`config.mk`:
```
export PLATFORM = sky130hd
export DESIGN_NAME = tl_burst_master
export DESIGN_NICKNAME = d
export VERILOG_FILES = /design/src/rtl/tlbm_pkg.sv /design/src/rtl/tlbm_regs.sv /design/src/rtl/tlbm_stepper.sv /design/src/rtl/tlbm_engine.sv /design/src/rtl/tl_burst_master.sv
export SDC_FILE = /design/constraint.sdc
export NUM_CORES = 1
export LEC_CHECK = 0
export ABC_AREA = 1
export BUFFER_PORTS_ARGS = -buffer_cell sky130_fd_sc_hd__clkbuf_2
export CAP_MARGIN = 10
export CORE_AREA = 4 4 234 236
export DETAILED_ROUTE_END_ITERATION = 8
export DIE_AREA = 0 0 238 240
export HOLD_SLACK_MARGIN = 0.03
export SLEW_MARGIN = 20
export SYNTH_ARGS = -nofsm -noshare
export SYNTH_HDL_FRONTEND = slang
export SYNTH_HIERARCHICAL = 1
export SYNTH_SLANG_ARGS = --single-unit
```
`constraint.sdc`:
```
create_clock -name clk -period 2.33 [get_ports clk]
set_clock_uncertainty 0.1 [all_clocks]
set_input_delay 0.1165 -clock clk [delete_from_list [all_inputs] [get_ports clk]]
set_output_delay 0.1165 -clock clk [all_outputs]
set_load 0.02 [all_outputs]
```
`src/rtl/tlbm_pkg.sv`:
```
package tlbm_pkg;

  typedef enum logic [1:0] {
    ST_IDLE  = 2'd0,
    ST_BUSY  = 2'd1,
    ST_DONE  = 2'd2,
    ST_ERROR = 2'd3
  } stat_e;

  localparam logic [7:0] CMD_NULL  = 8'h00;
  localparam logic [7:0] CMD_READ  = 8'h01;
  localparam logic [7:0] CMD_WRITE = 8'h02;

  localparam logic [2:0] OPA_PUTFULL = 3'd0;
  localparam logic [2:0] OPA_GET     = 3'd4;
  localparam logic [2:0] OPD_ACK     = 3'd0;
  localparam logic [2:0] OPD_ACKDATA = 3'd1;

endpackage

```
`src/rtl/tlbm_regs.sv`:
```
module tlbm_regs
  import tlbm_pkg::*;
#(
  parameter int ADDR_W = 32,
  parameter int LEN_W  = 16,
  parameter int REG_AW = 4
) (
  input  logic              clk,
  input  logic              rst_n,
  input  logic              reg_we,
  input  logic [REG_AW-1:0] reg_addr,
  input  logic [7:0]        reg_wdata,
  output logic [7:0]        reg_rdata,
  input  stat_e             rd_stat,
  input  stat_e             wr_stat,
  output logic [ADDR_W-1:0] cfg_addr,
  output logic [LEN_W-1:0]  cfg_len,
  output logic              go_rd,
  output logic              go_wr,
  output logic              go_clr
);

  localparam int ADDR_BYTES = ADDR_W / 8;
  localparam int LEN_BYTES  = LEN_W / 8;
  localparam int OFF_LEN    = ADDR_BYTES;
  localparam int OFF_CMD    = ADDR_BYTES + LEN_BYTES;
  localparam int OFF_RST    = OFF_CMD + 1;
  localparam int OFF_WST    = OFF_CMD + 2;

  logic [ADDR_W-1:0] addr_q;
  logic [LEN_W-1:0]  len_q;
  logic              cmd_hit;

  always_ff @(posedge clk or negedge rst_n) begin
    if (!rst_n) begin
      addr_q <= '0;
      len_q  <= '0;
    end else if (reg_we) begin
      for (int i = 0; i < ADDR_BYTES; i++) begin
        if (reg_addr == REG_AW'(i)) addr_q[8*i +: 8] <= reg_wdata;
      end
      for (int j = 0; j < LEN_BYTES; j++) begin
        if (reg_addr == REG_AW'(OFF_LEN + j)) len_q[8*j +: 8] <= reg_wdata;
      end
    end
  end

  assign cfg_addr = addr_q;
  assign cfg_len  = len_q;

  assign cmd_hit = reg_we && (reg_addr == REG_AW'(OFF_CMD));
  assign go_rd   = cmd_hit && (reg_wdata == CMD_READ);
  assign go_wr   = cmd_hit && (reg_wdata == CMD_WRITE);
  assign go_clr  = cmd_hit && (reg_wdata == CMD_NULL);

  always_comb begin
    reg_rdata = 8'h00;
    for (int i = 0; i < ADDR_BYTES; i++) begin
      if (reg_addr == REG_AW'(i)) reg_rdata = addr_q[8*i +: 8];
    end
    for (int j = 0; j < LEN_BYTES; j++) begin
      if (reg_addr == REG_AW'(OFF_LEN + j)) reg_rdata = len_q[8*j +: 8];
    end
    if (reg_addr == REG_AW'(OFF_RST)) reg_rdata = {6'b0, rd_stat};
    if (reg_addr == REG_AW'(OFF_WST)) reg_rdata = {6'b0, wr_stat};
  end

endmodule

```
`src/rtl/tlbm_stepper.sv`:
```
module tlbm_stepper #(
  parameter int ADDR_W = 32,
  parameter int LEN_W  = 16,
  parameter int STEP   = 16
) (
  input  logic              clk,
  input  logic              rst_n,
  input  logic              load,
  input  logic              adv,
  input  logic [ADDR_W-1:0] load_addr,
  input  logic [LEN_W-1:0]  load_len,
  output logic [ADDR_W-1:0] cur_addr,
  output logic              last
);

  logic [ADDR_W-1:0] addr_q;
  logic [LEN_W-1:0]  rem_q;

  always_ff @(posedge clk or negedge rst_n) begin
    if (!rst_n) begin
      addr_q <= '0;
      rem_q  <= '0;
    end else if (load) begin
      addr_q <= load_addr;
      rem_q  <= load_len;
    end else if (adv) begin
      addr_q <= addr_q + ADDR_W'(STEP);
      rem_q  <= rem_q - LEN_W'(1);
    end
  end

  assign cur_addr = addr_q;
  assign last     = (rem_q == '0);

endmodule

```
`src/rtl/tlbm_engine.sv`:
```
module tlbm_engine
  import tlbm_pkg::*;
#(
  parameter int ADDR_W    = 32,
  parameter int DATA_W    = 128,
  parameter int LEN_W     = 16,
  parameter int SRC_W     = 4,
  parameter int SOURCE_ID = 0
) (
  input  logic                clk,
  input  logic                rst_n,
  input  logic                go_rd,
  input  logic                go_wr,
  input  logic                go_clr,
  input  logic [ADDR_W-1:0]   cfg_addr,
  input  logic [LEN_W-1:0]    cfg_len,
  input  logic                wbuf_valid,
  output logic                wbuf_ready,
  input  logic [DATA_W-1:0]   wbuf_data,
  output logic                rbuf_valid,
  input  logic                rbuf_ready,
  output logic [DATA_W-1:0]   rbuf_data,
  output logic                a_valid,
  input  logic                a_ready,
  output logic [2:0]          a_opcode,
  output logic [2:0]          a_param,
  output logic [3:0]          a_size,
  output logic [SRC_W-1:0]    a_source,
  output logic [ADDR_W-1:0]   a_address,
  output logic [DATA_W/8-1:0] a_mask,
  output logic [DATA_W-1:0]   a_data,
  input  logic                d_valid,
  output logic                d_ready,
  input  logic [2:0]          d_opcode,
  input  logic                d_error,
  input  logic [DATA_W-1:0]   d_data,
  output stat_e               rd_stat,
  output stat_e               wr_stat
);

  localparam int BEAT_BYTES = DATA_W / 8;
  localparam int SIZE_LOG   = $clog2(BEAT_BYTES);

  typedef enum logic [2:0] {
    E_IDLE, E_FETCH, E_REQ, E_RESP, E_PUSH, E_END
  } eng_e;

  eng_e              st_q, st_d;
  logic              is_rd_q, is_rd_d;
  logic              fail_q, fail_d;
  logic [DATA_W-1:0] wdat_q, rdat_q;
  logic              ld, adv, last;
  logic [ADDR_W-1:0] cur_addr;
  logic [2:0]        d_want;
  logic              d_bad;
  stat_e             stat;

  tlbm_stepper #(
    .ADDR_W (ADDR_W),
    .LEN_W  (LEN_W),
    .STEP   (BEAT_BYTES)
  ) u_stepper (
    .clk       (clk),
    .rst_n     (rst_n),
    .load      (ld),
    .adv       (adv),
    .load_addr (cfg_addr),
    .load_len  (cfg_len),
    .cur_addr  (cur_addr),
    .last      (last)
  );

  assign d_want = is_rd_q ? OPD_ACKDATA : OPD_ACK;
  assign d_bad  = d_error || (d_opcode != d_want);

  always_comb begin
    st_d    = st_q;
    is_rd_d = is_rd_q;
    fail_d  = fail_q;
    ld      = 1'b0;
    adv     = 1'b0;
    case (st_q)
      E_IDLE: begin
        if (go_rd) begin
          is_rd_d = 1'b1;
          ld      = 1'b1;
          st_d    = E_REQ;
        end else if (go_wr) begin
          is_rd_d = 1'b0;
          ld      = 1'b1;
          st_d    = E_FETCH;
        end
      end
      E_FETCH: if (wbuf_valid) st_d = E_REQ;
      E_REQ:   if (a_ready) st_d = E_RESP;
      E_RESP: begin
        if (d_valid) begin
          if (d_bad) begin
            fail_d = 1'b1;
            st_d   = E_END;
          end else if (is_rd_q) begin
            st_d = E_PUSH;
          end else if (last) begin
            st_d = E_END;
          end else begin
            adv  = 1'b1;
            st_d = E_FETCH;
          end
        end
      end
      E_PUSH: begin
        if (rbuf_ready) begin
          if (last) begin
            st_d = E_END;
          end else begin
            adv  = 1'b1;
            st_d = E_REQ;
          end
        end
      end
      E_END: begin
        if (go_clr) begin
          fail_d = 1'b0;
          st_d   = E_IDLE;
        end
      end
      default: st_d = E_IDLE;
    endcase
  end

  always_ff @(posedge clk or negedge rst_n) begin
    if (!rst_n) begin
      st_q    <= E_IDLE;
      is_rd_q <= 1'b0;
      fail_q  <= 1'b0;
      wdat_q  <= '0;
      rdat_q  <= '0;
    end else begin
      st_q    <= st_d;
      is_rd_q <= is_rd_d;
      fail_q  <= fail_d;
      if (st_q == E_FETCH && wbuf_valid) wdat_q <= wbuf_data;
      if (st_q == E_RESP && d_valid) rdat_q <= d_data;
    end
  end

  assign wbuf_ready = (st_q == E_FETCH);
  assign a_valid    = (st_q == E_REQ);
  assign d_ready    = (st_q == E_RESP);
  assign rbuf_valid = (st_q == E_PUSH);
  assign rbuf_data  = rdat_q;

  assign a_opcode  = is_rd_q ? OPA_GET : OPA_PUTFULL;
  assign a_param   = 3'd0;
  assign a_size    = 4'(SIZE_LOG);
  assign a_source  = SRC_W'(SOURCE_ID);
  assign a_address = cur_addr;
  assign a_mask    = '1;
  assign a_data    = is_rd_q ? '0 : wdat_q;

  always_comb begin
    case (st_q)
      E_IDLE:  stat = ST_IDLE;
      E_END:   stat = fail_q ? ST_ERROR : ST_DONE;
      default: stat = ST_BUSY;
    endcase
  end

  assign rd_stat = is_rd_q ? stat : ST_IDLE;
  assign wr_stat = is_rd_q ? ST_IDLE : stat;

endmodule

```
`src/rtl/tl_burst_master.sv`:
```
module tl_burst_master
  import tlbm_pkg::*;
#(
  parameter int ADDR_W    = 32,
  parameter int DATA_W    = 128,
  parameter int LEN_W     = 16,
  parameter int SRC_W     = 4,
  parameter int SOURCE_ID = 0,
  parameter int REG_AW    = 4
) (
  input  logic                clk,
  input  logic                rst_n,
  input  logic                reg_we,
  input  logic [REG_AW-1:0]   reg_addr,
  input  logic [7:0]          reg_wdata,
  output logic [7:0]          reg_rdata,
  input  logic                wbuf_valid,
  output logic                wbuf_ready,
  input  logic [DATA_W-1:0]   wbuf_data,
  output logic                rbuf_valid,
  input  logic                rbuf_ready,
  output logic [DATA_W-1:0]   rbuf_data,
  output logic                a_valid,
  input  logic                a_ready,
  output logic [2:0]          a_opcode,
  output logic [2:0]          a_param,
  output logic [3:0]          a_size,
  output logic [SRC_W-1:0]    a_source,
  output logic [ADDR_W-1:0]   a_address,
  output logic [DATA_W/8-1:0] a_mask,
  output logic [DATA_W-1:0]   a_data,
  input  logic                d_valid,
  output logic                d_ready,
  input  logic [2:0]          d_opcode,
  input  logic                d_error,
  input  logic [DATA_W-1:0]   d_data
);

  stat_e             rd_stat_w, wr_stat_w;
  logic [ADDR_W-1:0] cfg_addr;
  logic [LEN_W-1:0]  cfg_len;
  logic              go_rd, go_wr, go_clr;

  tlbm_regs #(
    .ADDR_W (ADDR_W),
    .LEN_W  (LEN_W),
    .REG_AW (REG_AW)
  ) u_regs (
    .clk       (clk),
    .rst_n     (rst_n),
    .reg_we    (reg_we),
    .reg_addr  (reg_addr),
    .reg_wdata (reg_wdata),
    .reg_rdata (reg_rdata),
    .rd_stat   (rd_stat_w),
    .wr_stat   (wr_stat_w),
    .cfg_addr  (cfg_addr),
    .cfg_len   (cfg_len),
    .go_rd     (go_rd),
    .go_wr     (go_wr),
    .go_clr    (go_clr)
  );

  tlbm_engine #(
    .ADDR_W    (ADDR_W),
    .DATA_W    (DATA_W),
    .LEN_W     (LEN_W),
    .SRC_W     (SRC_W),
    .SOURCE_ID (SOURCE_ID)
  ) u_engine (
    .clk        (clk),
    .rst_n      (rst_n),
    .go_rd      (go_rd),
    .go_wr      (go_wr),
    .go_clr     (go_clr),
    .cfg_addr   (cfg_addr),
    .cfg_len    (cfg_len),
    .wbuf_valid (wbuf_valid),
    .wbuf_ready (wbuf_ready),
    .wbuf_data  (wbuf_data),
    .rbuf_valid (rbuf_valid),
    .rbuf_ready (rbuf_ready),
    .rbuf_data  (rbuf_data),
    .a_valid    (a_valid),
    .a_ready    (a_ready),
    .a_opcode   (a_opcode),
    .a_param    (a_param),
    .a_size     (a_size),
    .a_source   (a_source),
    .a_address  (a_address),
    .a_mask     (a_mask),
    .a_data     (a_data),
    .d_valid    (d_valid),
    .d_ready    (d_ready),
    .d_opcode   (d_opcode),
    .d_error    (d_error),
    .d_data     (d_data),
    .rd_stat    (rd_stat_w),
    .wr_stat    (wr_stat_w)
  );

endmodule

```
==> impl_metrics.csv, run 1 <==
group,metric,value,unit
timing,relSlewSlack,0.571,
setup_path,cp.arrival,2.78,ns
power_and_ir_drop,leakagePower,0.0134,uW
drt,via_count,15900,
run_status,violations,"setup timing",
global_route,grt_overflow,0,
layout,final_core_util,0.484,
clocking,numCtsBuffers,42,
die,dieWidth,238,um
timing,fin_ws,-0.0635,ns
timing,fmax,418,MHz
worst_hold_path,hold_path_class,"input pin to asynchronous set/reset pin",
drt,routedWlPerCell,18.0,um
power_and_ir_drop,power.total,27300,uW
setup_path,worst_setup_path_end_kind,"flop",
yosys,yosysWarnings,6,
die,die_y,240,um
global_route,antenna_found_initial,4,
clocking,cts_tree,"yes",
timing,hold_viol_final,0,
timing,rsz0062_at_grt,"true",
yosys,synthTopCellsByCount,"dfrtp_1, nor2_1, nand2_1",
die,core_region_area,52400,um^2
yosys,synthFlopType,"dfrtp_1",
yosys,ys_types,36,
clocking,root_buffer,"clkbuf_16",
yosys,syn_area,16900,um^2
die,ios,609,
timing,slew_viol_final,0,
yosys,synth.top_cells.by_area,"dfrtp_1, mux2_4, nor2_1",
power_and_ir_drop,vdd_drop_max,607,uV
clocking,clk_pin_slew,0.06,ns
placement,dp_cells,3036,
timing,tightest_slew,0.643,ns
yosys,seq_area_frac_synth,0.528,
clocking,h-tree-depth,2,
setup_path,r2r-start,"u_engine/u_stepper/rem_q[1]$_DFFE_PN0N_",
timing,finalCritPeriodShare,1.03,
layout,drive_above_1_share,0.348,
flow_run,maxCapViolCount,0,
setup_path,cp_max_fo,6,
yosys,synth_edf_count,0,
placement,gp_congestion,0.903,
yosys,synthArstFlopShare,1.00,
setup_path,path_class,"flop to flop",
timing,fin_crit,2.39,ns
clocking,clock_path_buffers,3,
drt,drtIter0Drc,1146,
layout,fin_cells,3422,
timing,setup-violations-final,34,
layout,syn_to_final_growth,49.9,%
die,dieArea,57100,um^2
yosys,syn_area_per_cell,9.39,um^2
setup_path,worstSetupStartpoint,"u_engine/u_stepper/rem_q[1]$_DFFE_PN0N_",
drt,drt_first_pass_iters,5,
setup_path,start_kind,"flop",
yosys,yosysTopAreaCell,"dfrtp_1",
run_status,outcome,"finished, violations left",
power_and_ir_drop,pwr_density_cell,1080,nW/um^2
yosys,syn_inst,1802,
placement,port_buffers,579,
yosys,synth_most_common_cell,"dfrtp_1",
yosys,synth_top_area_share,0.528,
global_route,grt_start_max_net_pins,128,
clocking,clock-sinks,357,
yosys,synth-seq-cells,357,
global_route,grt_pass1_wl,92500,um
global_route,grt_usage,0.203,
die,std_cell_rows,84,
placement,hpwlAfterDp,43500,um
die,initial_utilization,0.323,
drt,ant_nets,0,
global_route,grt_pass1_vias,16500,
drt,drcViolationCount,0,
setup_path,cp.required,2.72,ns
layout,fin_nets,2985,
drt,viasPerCell,4.65,
drt,wirelength,61700,um
clocking,clock_latency,0.55,ns
==> routing by layer <==
layer | vias to the layer above | GRT usage | share of wire
met5 | - | 0 | 0.00070
met4 | 6 | 0.0809 | 0.039
met3 | 153 | 0.0529 | 0.075
met2 | 658 | 0.345 | 0.50
met1 | 7625 | 0.249 | 0.39
li1 | 7475 | - | -
==> metrics by stage <==
| step | hold WS [ns] | setup TNS (ns) | cell area (um^2) | setup slack, ns |
|---|---|---|---|---|
| 2_1_floorplan | -0.279 | 0 | 17000 | 0.0502 |
| 6_report | 0.0956 | -1.08 | 25400 | -0.0635 |
| 4_1_cts | 0.0389 | -0.248 | 25000 | -0.0396 |
| 5_1_grt | 0.116 | -6.65 | 25400 | -0.196 |
| 3_5_place_dp | 0.0603 | -4.43 | 20600 | -0.176 |
| 3_3_place_gp | 0.0478 | -1.03 | 20600 | -0.0800 |
==> cells in the final DEF (no fill, tap or decap), types with 5 or more instances in the layout <==
cell type      netlist  routed
nor2_2               8      14
clkbuf_8             0      12
nor2_1             354     344
clkbuf_2             0     577
o21ai_0             29      27
buf_4               34      58
a21oi_1            143     143
clkbuf_1            19      11
nand2_2             12      17
nand2_4              4       5
a22oi_1             31      18
dlygate4sd3_1        0     281
xnor2_1              5       5
xor2_1              12      12
mux2_4             109     109
conb_1               2      29
mux2_2              19      19
nand2_1            275     267
nand4_1             13      13
a22oi_2              0      13
clkbuf_16            0      47
buf_12               0      11
o21ai_2              8      10
inv_2                8      11
dfrtp_1            357     353
o21ai_1             21      21
o211ai_1             5       5
nand3_1             50      49
nor2_4              14      18
inv_1              194     190
==> path summary, 6_finish.rpt <==
path | slack, ns | cells after the start | to
min in group clk | 0.10 | 6 | u_engine/fail_q$_DFFE_PN0P_
setup / recovery | -0.06 | 16 | u_engine/u_stepper/cur_addr[21]$_DFFE_PN0N_
hold reg to reg | 0.39 | 2 | u_engine/u_stepper/cur_addr[0]$_DFFE_PN0P_
hold / removal | 0.1 | 2 | u_engine/wdat_q[111]$_DFFE_PN0P_
setup reg to reg | -0.06 | 16 | u_engine/u_stepper/cur_addr[21]$_DFFE_PN0N_
max in group asynchronous | 1.27 | 3 | u_engine/u_stepper/cur_addr[28]$_DFFE_PN0N_
==> timing repair <==
action / 4_1_cts / 5_1_grt
pin swaps: 2 / 30
endpoints found under the hold margin: 666 / 0
hold buffers: 281 / 0
gates cloned: 1 / 5
resized for setup: 20 / 47
setup buffers: 12 / 13
setup endpoints to repair: 87 / 99
==> critical path, cell delays in order (launching register included) <==
cell,delay [ns]
dfrtp_1,0.40
inv_2,0.09
ha_4,0.15
nand2_4,0.06
nor2_4,0.08
nand2_2,0.08
nor4_4,0.23
buf_4,0.18
nor3_4,0.04
nand2_2,0.10
o22ai_4,0.09
buf_6,0.13
nor2_4,0.12
buf_6,0.16
clkbuf_16,0.16
a22oi_1,0.07
nand2_1,0.08
==> final cells by class <==
cell class                 instances  area, um^2
antenna                            3        7.51
clock buffer                      65        1270
clock inverter                     6        83.8
fill                            4795       27100
inverter                         203         769
multi-input combinational       1161        6840
sequential                       357        8940
tap                              688         861
timing repair buffer             939        6590
==> logic make-up (layout without fill, tap and decap cells) <==
| group | after synthesis | after routing | synth area share |
|---|---|---|---|
| flops | 357 | 357 | 0.528 |
| buf+inv | 311 | 1213 | 0.0890 |
| simple gates | 741 | 741 | 0.183 |
| other cells | 2 | 32 | 0.000444 |
| fa+ha+maj | 2 | 2 | 0.00148 |
| xor+xnor | 17 | 17 | 0.00880 |
| compound gates | 244 | 244 | 0.0804 |
| mux | 128 | 128 | 0.109 |
==> registers in the layout, indices dropped and copies added, names as in the netlist, 3 cells and up <==
signal and flops:
u_engine/rbuf_data 128, u_engine/wdat_q 128, u_engine/u_stepper/cur_addr 32, u_regs/cfg_addr 32
u_engine/u_stepper/rem_q 16, u_regs/cfg_len 16, u_engine/st_q 3
==> report_power, final <==
group	switching (uW)	internal, uW	leakage (uW)	total, uW
logic	6010	4560	0.00856	10600
registers	1510	8750	0.00420	10300
clock network	2550	3940	0.000667	6480
No activity file was read; power rests on OpenSTA's default activity.
==> run 2: changes to the inputs <==
- PLACE_DENSITY: not set -> 0.65
==> impl_metrics.csv, run 2 (synthesis results as in run 1) <==
group,metric,value,unit
run_status,outcome,"finished, violations left",
run_status,violations,"setup timing",
timing,relSlewSlack,0.463,
power_and_ir_drop,swShare,0.377,
global_route,grt_pass1_wl,95100,um
worst_hold_path,hold_path_class,"input pin to flop",
global_route,grt_pass1_vias,17000,
clocking,clock_latency,0.56,ns
drt,routedWlPerCell,18.3,um
drt,wirelength,62400,um
layout,fin_cells,3416,
setup_path,path_class,"flop to flop",
layout,syn_to_final_growth,48.9,%
setup_path,r2r-start,"u_engine/u_stepper/rem_q[1]$_DFFE_PN0N_",
setup_path,cp.required,2.70,ns
power_and_ir_drop,pwr-share-seq,0.379,
setup_path,cp.buffers_inverters,6,
timing,hold_viol_final,0,
power_and_ir_drop,power_frac_clock,0.231,
timing,finalCritPeriodShare,1.01,
placement,gp_congestion,0.868,
setup_path,r2r_cells,15,
power_and_ir_drop,netSwitchingPower,10300,uW
die,die_y,240,um
clocking,clock_path_buffers,3,
power_and_ir_drop,leakagePower,0.0134,uW
timing,fin_crit,2.35,ns
drt,ant_nets,0,
setup_path,critPathMaxStageDelay,0.39,ns
setup_path,crit_path_top_delay_cell,"dfrtp_1",
die,dieArea,57100,um^2
clocking,numCtsBuffers,41,
layout,multiInputGateArea,6810,um^2
clocking,cts_tree,"yes",
worst_hold_path,min_to,"u_regs/cfg_addr[8]$_DFFE_PN0P_",
setup_path,r2r_end,"u_engine/u_stepper/cur_addr[4]$_DFFE_PN0N_",
die,ios,609,
placement,port_buffers,579,
worst_hold_path,min_path_cells,6,
clocking,h-tree-depth,2,
layout,layout_commonest_cell,"clkbuf_2",
layout,final_core_util,0.480,
placement,place_ws,-0.186,ns
timing,setup_tns,-0.0390,ns
layout,regArea,8940,um^2
layout,final_cell_mix,"clkbuf_2, dfrtp_1, nor2_1",
setup_path,critical-path-top-delay-family,"simple AND/OR/NAND/NOR gates",
drt,viasPerCell,4.73,
worst_hold_path,hold_path_startpoint,"reg_addr[2]",
drt,drtIter0Drc,994,
timing,rsz0062_at_grt,"true",
die,std_cell_rows,84,
drt,drt_first_pass_iters,6,
clocking,clock-sinks,357,
clocking,clk_pin_slew,0.06,ns
power_and_ir_drop,power.total,27200,uW
timing,slew_viol_final,0,
setup_path,start_kind,"flop",
power_and_ir_drop,p_comb_frac,0.390,
power_and_ir_drop,vdd_drop_max,727,uV
timing,fmax,426,MHz
layout,fin_nets,2976,
die,dieWidth,238,um
timing,tightest_slew,0.805,ns
clocking,root_buffer,"clkbuf_16",
placement,dp_cells,3035,
global_route,grt_start_max_net_pins,81,
flow_run,maxCapViolCount,0,
power_and_ir_drop,p_int,16900,uW
setup_path,cp_max_fo,5,
timing,fin_ws,-0.0167,ns
layout,fillers,4647,
global_route,grt_usage,0.209,
die,initial_utilization,0.323,
die,core_region_area,52400,um^2
global_route,grt_overflow,0,
power_and_ir_drop,pwr_density_cell,1080,nW/um^2
timing,setup-violations-final,5,
layout,drive_above_1_share,0.349,
drt,drcViolationCount,0,
setup_path,worst_setup_path_end_kind,"flop",
drt,via_count,16100,
setup_path,cp.arrival,2.71,ns
setup_path,cp_cell_sequence,"inv_2, ha_4, nand2_4, nor2_4, nand2_4, nor4_4, inv_1, nand2_2, o22ai_2, buf_6, nor2_4, buf_12, buf_6, inv_4, o211ai_1",
placement,hpwlAfterDp,43300,um
global_route,antenna_found_initial,4,
setup_path,reg2reg_slack,-0.02,ns
==> run 2: cell count changes in the layout (fill, tap and decap cells not counted), sizes merged <==
cell,delta
clkinvlp,+4
buf,+2
clkbuf,-11
diode,+2
bufbuf,+1
bufinv,-1
clkinv,+3
dlygate4sd3,-7
inv,+1
==> run 2: tightest hold or removal path, stage by stage <==
cell and delay (ns):
clkbuf_2 0.11, nor2_4 0.08, inv_6 0.10, nor2_4 0.08, nand2_4 0.15, o21ai_0 0.09
==> run 2: what timing repair did <==
item / in CTS / in global routing
gates resized for setup: 40 / 34
pin swaps: 18 / 27
endpoints found under the hold margin: 666 / 0
cloned: 4 / 0
hold buffers: 276 / 0
setup buffers: 21 / 11
endpoints found under the setup margin: 46 / 45
==> run 2: metrics by stage <==
stage / cell area (um^2) / hold WS, ns
global placement: 20600 / -0.0378
CTS: 25100 / 0.0491
finish: 25200 / 0.122
detailed placement: 20600 / -0.0366
global route: 25200 / 0.140
floorplan: 17000 / -0.279
==> run 2: cell type report <==
cell class,count,share of cell area
well taps,688,0.0342
repair buffers,931,0.258
diodes,5,0.000497
flip-flops and latches,357,0.355
inverters,203,0.0306
clock inverters,13,0.00427
clock buffers,58,0.0472
multi-input cells,1161,0.270
==> run 2: routing by layer <==
layer | track usage | share of wire | up-vias
met1 | 0.252 | 0.39 | 7866
met4 | 0.0865 | 0.040 | 6
met2 | 0.358 | 0.50 | 676
met5 | 0 | 0.00061 | -
met3 | 0.0530 | 0.071 | 150
li1 | - | - | 7449
==> run 2: power by group through the flow <==
stage | registers [uW] | clock network (uW) | logic [uW]
after floorplan | 11400 | 0 | 5070
after global placement | 10200 | 0 | 9400
after detailed placement | 10300 | 0 | 9620
after CTS | 10200 | 6430 | 10300
after global routing | 10600 | 6710 | 11400
final | 10300 | 6270 | 10600
==> run 2: how the worst max path moves through the flow <==
stage | to | start | depth (start not counted)
floorplan | u_engine/u_stepper/cur_addr[10]$_DFFE_PN0N_ | u_engine/u_stepper/rem_q[0]$_DFFE_PN0N_ | 14
global placement | u_engine/u_stepper/cur_addr[23]$_DFFE_PN0N_ | u_engine/u_stepper/rem_q[1]$_DFFE_PN0N_ | 15
detailed placement | u_engine/u_stepper/cur_addr[9]$_DFFE_PN0N_ | u_engine/u_stepper/rem_q[0]$_DFFE_PN0N_ | 15
CTS | reg_rdata[0] | u_engine/st_q[1]$_DFFE_PN0P_ | 9
global route | u_engine/u_stepper/cur_addr[4]$_DFFE_PN0N_ | u_engine/u_stepper/rem_q[1]$_DFFE_PN0N_ | 15
finish | u_engine/u_stepper/cur_addr[4]$_DFFE_PN0N_ | u_engine/u_stepper/rem_q[1]$_DFFE_PN0N_ | 15
==> run 3: changes to the inputs <==
- CORE_AREA: 4 4 234 236 -> 2 2 239 241
- DIE_AREA: 0 0 238 240 -> 0 0 241 243
- PLACE_DENSITY: 0.65 -> 0.6
- clock period: 2.33 -> 2.7 ns (I/O delays scaled with it)
==> impl_metrics.csv, run 3 (synthesis results as in run 1) <==
group,metric,value,unit
setup_path,cp_cell_sequence,"inv_1, nand2_1, nor2_2, inv_1, o21ai_1, nor2_1, nand2_1, nand4_1, buf_4",
drt,wirelength,59900,um
drt,drtIter0Drc,978,
setup_path,crit_path_top_delay_cell,"dfrtp_1",
clocking,clk_pin_slew,0.06,ns
drt,ant_nets,0,
drt,via_count,15800,
clocking,h-tree-depth,2,
drt,routedWlPerCell,17.4,um
timing,setup-violations-final,0,
layout,final_cell_mix,"clkbuf_2, dfrtp_1, nor2_1",
global_route,grt_pass1_wl,92200,um
timing,fin_ws,0.230,ns
timing,tightest_slew,0.991,ns
global_route,antenna_found_initial,7,
placement,hpwlAfterDp,42800,um
placement,place_ws,0.105,ns
die,dieArea,58600,um^2
layout,fillers,5292,
setup_path,cp.required,2.47,ns
timing,fin_crit,2.47,ns
setup_path,cp.arrival,2.24,ns
global_route,grt_usage,0.202,
global_route,grt_overflow,0,
layout,syn_to_final_growth,46.7,%
setup_path,r2r-start,"u_engine/u_stepper/rem_q[1]$_DFFE_PN0N_",
setup_path,cp_max_fo,5,
timing,slew_viol_final,0,
drt,drcViolationCount,0,
timing,relSlewSlack,0.339,
layout,fin_cells,3451,
placement,port_buffers,579,
setup_path,worstSetupStartpoint,"u_engine/st_q[0]$_DFFE_PN0P_",
global_route,grt_pass1_vias,16300,
layout,fin_nets,2941,
timing,setup_tns,0,ns
die,core_region_area,56000,um^2
setup_path,path_class,"flop to primary output",
power_and_ir_drop,pwr_density_cell,942,nW/um^2
drt,drt_first_pass_iters,6,
setup_path,worst_setup_path_end_kind,"primary output",
die,die_y,243,um
setup_path,critPathMaxStageDelay,0.43,ns
clocking,clock_path_buffers,3,
clocking,clock_latency,0.56,ns
placement,place_area,20700,um^2
placement,dp_cells,3099,
clocking,numCtsBuffers,42,
flow_run,maxCapViolCount,0,
layout,layout_commonest_cell,"clkbuf_2",
clocking,post_cts_buffers,0,
worst_hold_path,hold_path_class,"input pin to asynchronous set/reset pin",
clocking,cts_tree,"yes",
global_route,grt_start_max_net_pins,135,
die,dieWidth,241,um
drt,viasPerCell,4.56,
run_status,outcome,"completed",
die,ios,609,
timing,finalCritPeriodShare,0.915,
die,std_cell_rows,87,
power_and_ir_drop,leakagePower,0.0132,uW
setup_path,start_kind,"flop",
clocking,root_buffer,"clkbuf_16",
die,initial_utilization,0.302,
layout,final_cell_area,24800,um^2
power_and_ir_drop,vdd_drop_max,823,uV
timing,fmax,405,MHz
layout,drive_above_1_share,0.325,
timing,rsz0062_at_grt,"false",
placement,gp_congestion,0.892,
clocking,clock-sinks,357,
timing,hold_viol_final,0,
==> run 3: layer usage <==
metal	routed length (um)	global-route usage	part of all wire
met3	3890	0.0475	0.065
met5	41	0	0.00068
met4	2130	0.0782	0.036
met2	30100	0.351	0.50
met1	23800	0.239	0.40
==> run 3: area by class of cell <==
type	instances	area (um^2)	share of cell area
Clock inverter	5	82.6	0.00333
Clock buffer	69	1310	0.0529
Timing Repair Buffer	895	6130	0.247
Inverter	203	767	0.0309
Multi-Input combinational cell	1161	6630	0.267
Sequential cell	357	8940	0.360
Tap cell	756	946	0.0381
Antenna cell	5	12.5	0.000504
==> run 3: report_power, final <==
group          total (uW)  internal [uW]  switching [uW]
logic                8710           3700            5010
registers            8910           7550            1360
clock network        5770           3500            2270
total               23400          14700            8650
==> run 3: final timing paths <==
| path | cells past startpoint | endpoint | slack, ns |
|---|---|---|---|
| setup reg to reg | 15 | u_engine/u_stepper/cur_addr[11]$_DFFE_PN0N_ | 0.32 |
| hold / removal | 2 | u_engine/rbuf_data[19]$_DFFE_PN0P_ | 0.08 |
| setup / recovery | 9 | reg_rdata[0] | 0.23 |
| min in group clk | 7 | u_engine/st_q[1]$_DFFE_PN0P_ | 0.08 |
| hold reg to reg | 2 | u_engine/u_stepper/cur_addr[0]$_DFFE_PN0P_ | 0.39 |
| max in group asynchronous | 3 | u_engine/rbuf_data[125]$_DFFE_PN0P_ | 1.61 |
==> run 3: worst max-delay path, delay by kind of cell (launching register included) <==
family | cells | cell delay, ns
and+or+nand+nor | 5 | 0.62
DFF | 1 | 0.43
AOI/OAI and AO/OA | 1 | 0.14
buffers and inverters | 3 | 0.48
==> run 3: what timing repair did <==
item	CTS	global route
gates resized for setup	0	7
hold buffers	273	0
hold endpoints to repair	589	0
setup endpoints to repair	0	41
==> run 3: per-stage QoR <==
step	hold WS (ns)	util	power, uW
6_report	0.0819	0.444	23400
5_1_grt	0.100	0.444	24700
4_1_cts	0.0329	0.443	23400
3_5_place_dp	0.104	0.369	17100
3_3_place_gp	0.0954	0.369	16900
2_1_floorplan	-0.261	-	14200
